<file path="src/rtl/rxq_pkg.sv">
package rxq_pkg;

    localparam int unsigned DATA_W = 8;
    localparam int unsigned ERR_W  = 3;
    localparam int unsigned WORD_W = DATA_W + ERR_W;

    typedef enum logic [1:0] {
        TRIG_ONE  = 2'b00,
        TRIG_QTR  = 2'b01,
        TRIG_HALF = 2'b10,
        TRIG_NEAR = 2'b11
    } trig_sel_e;

    // Trigger level in entries for a store of the given depth
    function automatic int unsigned trig_level(input logic [1:0] sel,
                                               input int unsigned depth);
        case (trig_sel_e'(sel))
            TRIG_ONE:  return 1;
            TRIG_QTR:  return depth / 4;
            TRIG_HALF: return depth / 2;
            default:   return depth - 2;
        endcase
    endfunction

endpackage

</file>
<file path="src/rtl/rxq_mem.sv">
module rxq_mem #(
    parameter int unsigned DEPTH = 16,
    parameter int unsigned W     = 11,
    localparam int unsigned AW   = $clog2(DEPTH)
) (
    input  logic          clk,
    input  logic          we,
    input  logic [AW-1:0] waddr,
    input  logic [W-1:0]  wdata,
    input  logic [AW-1:0] raddr,
    output logic [W-1:0]  rdata
);

    logic [W-1:0] slot_q [DEPTH];

    always_ff @(posedge clk) begin
        if (we) begin
            slot_q[waddr] <= wdata;
        end
    end

    assign rdata = slot_q[raddr];

endmodule

</file>
<file path="src/rtl/rxq_ctrl.sv">
module rxq_ctrl #(
    parameter int unsigned DEPTH = 16,
    localparam int unsigned AW   = $clog2(DEPTH),
    localparam int unsigned CW   = $clog2(DEPTH + 1)
) (
    input  logic          clk,
    input  logic          rst_n,
    input  logic          fifo_en,
    input  logic          flush,
    input  logic          wr_en,
    input  logic          rd_en,
    input  logic          lsr_rd,
    output logic          mem_we,
    output logic [AW-1:0] mem_waddr,
    output logic [AW-1:0] mem_raddr,
    output logic [CW-1:0] cnt_q,
    output logic [CW-1:0] cnt_d,
    output logic          ovr
);

    typedef struct packed {
        logic [AW-1:0] wp;
        logic [AW-1:0] rp;
        logic [CW-1:0] cnt;
        logic          ovr;
        logic          en;
    } ctrl_t;

    ctrl_t st_q, st_d;
    logic          clr, pop, room, push, over;
    logic [CW-1:0] cap;

    always_comb begin
        st_d = st_q;
        clr  = flush || (fifo_en != st_q.en);
        cap  = fifo_en ? CW'(DEPTH) : CW'(1);
        pop  = rd_en && (st_q.cnt != '0);
        room = (st_q.cnt < cap) || pop;
        push = wr_en && room && !clr;
        over = wr_en && !room && !clr;

        st_d.en = fifo_en;
        if (clr) begin
            st_d.wp  = '0;
            st_d.rp  = '0;
            st_d.cnt = '0;
            st_d.ovr = st_q.ovr && !lsr_rd;
        end else begin
            if (push) begin
                st_d.wp = st_q.wp + 1'b1;
            end
            if (pop) begin
                st_d.rp = st_q.rp + 1'b1;
            end
            st_d.cnt = st_q.cnt + CW'(push) - CW'(pop);
            st_d.ovr = over || (st_q.ovr && !lsr_rd);
        end

        // holding mode replaces the single held entry in place
        mem_we    = push || (over && !fifo_en);
        mem_waddr = push ? st_q.wp : st_q.rp;
    end

    always_ff @(posedge clk or negedge rst_n) begin
        if (!rst_n) begin
            st_q <= '0;
        end else begin
            st_q <= st_d;
        end
    end

    assign mem_raddr = st_q.rp;
    assign cnt_q     = st_q.cnt;
    assign cnt_d     = st_d.cnt;
    assign ovr       = st_q.ovr;

endmodule

</file>
<file path="src/rtl/rxq_ready.sv">
module rxq_ready #(
    parameter int unsigned DEPTH = 16,
    localparam int unsigned CW   = $clog2(DEPTH + 1)
) (
    input  logic          clk,
    input  logic          rst_n,
    input  logic          fifo_en,
    input  logic [1:0]    trig_sel,
    input  logic [CW-1:0] cnt_q,
    input  logic [CW-1:0] cnt_d,
    output logic          ready_n,
    output logic          trig_hit
);

    import rxq_pkg::*;

    typedef struct packed {
        logic rdy;
    } rdy_t;

    rdy_t          st_q, st_d;
    logic [CW-1:0] lvl;

    always_comb begin
        st_d = st_q;
        lvl  = CW'(trig_level(trig_sel, DEPTH));
        if (!fifo_en) begin
            st_d.rdy = (cnt_d != '0);
        end else if (cnt_d >= lvl) begin
            st_d.rdy = 1'b1;
        end else if (cnt_d == '0) begin
            st_d.rdy = 1'b0;
        end
        trig_hit = fifo_en ? (cnt_q >= lvl) : (cnt_q != '0);
    end

    always_ff @(posedge clk or negedge rst_n) begin
        if (!rst_n) begin
            st_q <= '0;
        end else begin
            st_q <= st_d;
        end
    end

    assign ready_n = !st_q.rdy;

endmodule

</file>
<file path="src/rtl/rxq_top.sv">
module rxq_top #(
    parameter int unsigned DEPTH = 16,
    localparam int unsigned AW   = $clog2(DEPTH),
    localparam int unsigned CW   = $clog2(DEPTH + 1)
) (
    input  logic                      clk,
    input  logic                      rst_n,
    input  logic                      fifo_en,
    input  logic [1:0]                trig_sel,
    input  logic                      flush,
    input  logic                      wr_en,
    input  logic [rxq_pkg::DATA_W-1:0] wr_data,
    input  logic [rxq_pkg::ERR_W-1:0]  wr_err,
    input  logic                      rd_en,
    input  logic                      lsr_rd,
    output logic [rxq_pkg::DATA_W-1:0] rd_data,
    output logic [rxq_pkg::ERR_W-1:0]  rd_err,
    output logic [CW-1:0]             count,
    output logic                      trig_hit,
    output logic                      ready_n,
    output logic                      overrun
);

    import rxq_pkg::*;

    logic              mem_we;
    logic [AW-1:0]     mem_waddr, mem_raddr;
    logic [CW-1:0]     cnt_q, cnt_d;
    logic [WORD_W-1:0] rword;

    rxq_ctrl #(.DEPTH(DEPTH)) u_ctrl (
        .clk       (clk),
        .rst_n     (rst_n),
        .fifo_en   (fifo_en),
        .flush     (flush),
        .wr_en     (wr_en),
        .rd_en     (rd_en),
        .lsr_rd    (lsr_rd),
        .mem_we    (mem_we),
        .mem_waddr (mem_waddr),
        .mem_raddr (mem_raddr),
        .cnt_q     (cnt_q),
        .cnt_d     (cnt_d),
        .ovr       (overrun)
    );

    rxq_mem #(.DEPTH(DEPTH), .W(WORD_W)) u_mem (
        .clk   (clk),
        .we    (mem_we),
        .waddr (mem_waddr),
        .wdata ({wr_err, wr_data}),
        .raddr (mem_raddr),
        .rdata (rword)
    );

    rxq_ready #(.DEPTH(DEPTH)) u_ready (
        .clk      (clk),
        .rst_n    (rst_n),
        .fifo_en  (fifo_en),
        .trig_sel (trig_sel),
        .cnt_q    (cnt_q),
        .cnt_d    (cnt_d),
        .ready_n  (ready_n),
        .trig_hit (trig_hit)
    );

    assign rd_data = rword[DATA_W-1:0];
    assign rd_err  = rword[WORD_W-1:DATA_W];
    assign count   = cnt_q;

endmodule

</file>
<file path="config.mk">
export PLATFORM = sky130hd
export DESIGN_NAME = rxq_top
export DESIGN_NICKNAME = d
export VERILOG_FILES = /design/src/rtl/rxq_pkg.sv /design/src/rtl/rxq_mem.sv /design/src/rtl/rxq_ctrl.sv /design/src/rtl/rxq_ready.sv /design/src/rtl/rxq_top.sv
export SDC_FILE = /design/constraint.sdc
export NUM_CORES = 1
export LEC_CHECK = 0
export ABC_AREA = 1
export CAP_MARGIN = 20
export CORE_MARGIN = 2
export CORE_UTILIZATION = 40
export CTS_BUF_LIST = sky130_fd_sc_hd__clkbuf_8
export CTS_CLUSTER_DIAMETER = 150
export CTS_CLUSTER_SIZE = 20
export DETAILED_ROUTE_END_ITERATION = 16
export GPL_ROUTABILITY_DRIVEN = 0
export PLACE_DENSITY = 0.59
export SYNTH_ARGS = -nofsm -noshare
export SYNTH_HDL_FRONTEND = slang
export SYNTH_HIERARCHICAL = 1
export SYNTH_SLANG_ARGS = --single-unit
</file>
<file path="constraint.sdc">
create_clock -name clk -period 4.4 [get_ports clk]
set_clock_uncertainty 0.15 [all_clocks]
set_input_delay 0.88 -clock clk [delete_from_list [all_inputs] [get_ports clk]]
set_output_delay 0.88 -clock clk [all_outputs]
set_load 0.03 [all_outputs]
</file>
==> out/qor.yml, run 1 <==
worst_setup_path:
  r2r_start: "u_ctrl/cnt_q[1]$_DFF_PN0_"
  path_class: "reg2out"
  setup.worst_path.start_class: "flop"
  endpoint: "rd_err[2]"
  crit_required_ns: 3.37
  startpoint: "u_ctrl/mem_raddr[1]$_DFFE_PN0P_"
  worstReg2RegEnd: "u_ready/st_q$_DFFE_PN0P_"
  ff2ff_setup_slack_ns: 0.94
  reg2reg_depth: 20
  crit_arrival_ns: 2.97
  endpoint_kind: "output pin"
  crit_fanout: 23
global_routing:
  busiest_layer: "met2"
  use_met1_pct: 24.4
  groute.layer.met3.usage_pct: 3.75
  grt_pass1_wl_um: 31900
  gr-total-overflow: 0
  grt_max_degree: 94
  global_route.usage.met2_pct: 28.6
  antenna_found_initial: 0
  grt_usage_pct: 17.7
  grt_pass1_vias: 5699
yosys:
  synth_warnings: 6
  ys_seq_elements: 192
  synthCells: 929
  synth_cell_types: 35
  synthTopCellsByArea: "edfxtp_1 (58%), nand2_1 (11%), nand3_1 (8.3%), inv_1 (6.7%), dfrtp_1 (4.4%)"
  synth_top_area_cell: "edfxtp_1"
  synth_nets: 969
  yosysTopAreaCellShare_pct: 58.1
  syn_area_per_cell_um2: 9.80
  syn_area_um2: 9100
  ys_seq_area_share_pct: 62.5
floorplan:
  ioPinCount: 39
  start_util_pct: 40.4
  die_w_um: 155
  core_region_area_um2: 22500
  die-height_um: 155
  dieArea_um2: 24000
  rows: 55
routing:
  ant_nets: 0
  vias_per_cell: 4.81
  vias: 6081
  drt_pass1_iterations: 5
  drt_iter0_markers: 503
  wire_per_inst_um: 16.2
  route.detailed.drc: 0
  postRouteWirelength_um: 20500
layout:
  regArea_um2: 5690
  n_fill_cell: 2095
  area_delta_synth_final_pct: 11.8
  multi_input_area_um2: 2450
  diodes: 0
  nets: 1007
  drive_above_1_share_pct: 8.88
pwr:
  p_leak_nw: 4.41
  power_density_nw_per_um2: 425
  irDropWorstVdd_mv: 0.227
timing:
  finalHoldViolCount: 0
  fin_ws_ns: 0.402
  worst_pin_slew_ns: 1.02
  fmax_mhz: 250
  fin_crit_ns: 4.00
  rsz0062_at_grt: "no"
  relSlewSlack_pct: 31.9
  drv_slew: 0
  tns_ns: 0
  setup_viol: 0
  period_share_pct: 90.9
cts:
  hold_buffers: 0
  cts_tree: "yes"
  ctsLongestPathBuffers: 2
  clockRootBuffer: "clkbuf_8"
  clk_latency_ns: 0.46
  cts-resized-gates: 0
  clk_pin_slew_worst_paths_ns: 0.10
  cts_setup_buffers: 0
  cts_max_level: 4
  cts-buffers-inserted: 17
  cts_sinks: 192
worst_hold_path:
  hp-class: "reg2reg"
placed_design:
  portBuffers: 38
  dpl_worst_slack_ns: 0.111
  dp_hpwl_um: 12400
run_status:
  status: "completed"
flow_run:
  drv_cap: 0
[power by group]
| group | leakage, nW | switching [mW] | total, mW | internal, mW |
|---|---|---|---|---|
| Combinational | 2.42 | 0.735 | 1.13 | 0.399 |
| Clock | 0.189 | 0.681 | 1.10 | 0.420 |
| Sequential | 1.80 | 0.0521 | 2.09 | 2.04 |
[synthesized netlist by cell type, drive strengths merged]
library cell and number:
ha 19, nor3 3, clkbuf 5, clkinv 1, a21oi 6, o21ai 9, buf 44, nor2 37
inv 170, edfxtp 176, o21bai 1, nand3b 3, nand3 152, fa 1, nand4 3, nand2 280
xnor2 1, xor2 1, o22ai 1, dfrtp 16
[cells by family (layout without fill, tap and decap cells)]
| logic type | count (synthesis) | in the layout | share of synthesized area (%) |
|---|---|---|---|
| compound gates | 17 | 17 | 1.14 |
| xor+xnor | 2 | 2 | 0.193 |
| simple gates | 478 | 478 | 22.7 |
| flops | 192 | 192 | 62.5 |
| buf+inv | 220 | 271 | 10.6 |
| fa+ha+maj | 20 | 20 | 2.83 |
[per-stage QoR]
| step | total power [mW] | cell area (um^2) | hold WS, ns | cells | utilization, % |
|---|---|---|---|---|---|
| detailed placement | 3.27 | 9790 | 0.360 | 1233 | 43.5 |
| CTS | 4.36 | 10200 | 0.385 | 1265 | 45.2 |
| global placement | 3.26 | 9790 | 0.365 | 1233 | 43.5 |
| floorplan | 2.98 | 9100 | 0.316 | 929 | - |
| finish | 4.33 | 10200 | 0.379 | 1265 | 45.2 |
| global route | 4.57 | 10200 | 0.409 | 1265 | 45.2 |
[final cells by class]
| cell class | instances | area share (%) |
|---|---|---|
| Multi-Input combinational cell | 517 | 24.1 |
| Tap cell | 285 | 3.51 |
| Clock inverter | 15 | 1.48 |
| Timing Repair Buffer | 68 | 6.32 |
| Clock buffer | 17 | 2.30 |
| Inverter | 171 | 6.40 |
| Sequential cell | 192 | 55.9 |
[worst min-delay path by stage]
stage / start / to / slack (ns) / cells past startpoint
2_1_floorplan: u_ready/st_q$_DFFE_PN0P_ / u_ready/st_q$_DFFE_PN0P_ / 0.32 / 2
3_3_place_gp: u_ready/st_q$_DFFE_PN0P_ / u_ready/st_q$_DFFE_PN0P_ / 0.37 / 2
3_5_place_dp: u_ready/st_q$_DFFE_PN0P_ / u_ready/st_q$_DFFE_PN0P_ / 0.36 / 2
4_1_cts: u_ready/st_q$_DFFE_PN0P_ / u_ready/st_q$_DFFE_PN0P_ / 0.38 / 2
5_1_grt: u_ready/st_q$_DFFE_PN0P_ / u_ready/st_q$_DFFE_PN0P_ / 0.41 / 2
6_report: u_ready/st_q$_DFFE_PN0P_ / u_ready/st_q$_DFFE_PN0P_ / 0.38 / 2
[state kept, by name, indices dropped and copies added (netlist names)]
signal,count
u_ctrl/st_q,5
u_ready/st_q,1
u_mem/slot_q,176
u_ctrl/mem_raddr,4
u_ctrl/cnt_q,5
u_ctrl/ovr,1
[cell usage in the layout, fill, tap and decap left out, types with 4 or more instances in the layout]
cell type        netlist  routed
inv_1                163     163
nand2_1              274     274
nor2_2                 4       4
nand3_1              151     151
edfxtp_1             176     176
inv_2                  5       5
clkdlybuf4s50_1        0      38
ha_1                  19      19
buf_4                 16      27
inv_6                  1       5
clkbuf_8               0      17
o21ai_0                4       4
nor2_1                32      32
dfrtp_1               16      14
a21oi_1                5       5
[critical path, stage by stage, from the launching register on]
cell and delay [ns]:
dfrtp_2 0.59, inv_2 0.46, buf_12 0.25, nand3_1 0.09, nand3_1 0.11, nand3_1 0.08
nand2_1 0.20, clkdlybuf4s50_1 0.71
[routing by layer]
layer	vias to the layer above	wire length, um
li1	3046	-
met1	2879	9410
met2	143	9820
met3	13	1010
met4	0	226
met5	-	0
Note: power is estimated with default switching activity, not from simulation.
==> run 2, diff against run 1 <==
- CTS_CLUSTER_DIAMETER: 150 -> 40
- SKIP_CTS_REPAIR_TIMING: unset -> 1
==> results of run 2 <==
Final layout, timing and power as in run 1 (identical DEF).
==> run 3, diff against run 2 <==
- SLEW_MARGIN: unset -> 10
==> results of run 3 <==
Final layout, timing and power as in run 1 (identical DEF).
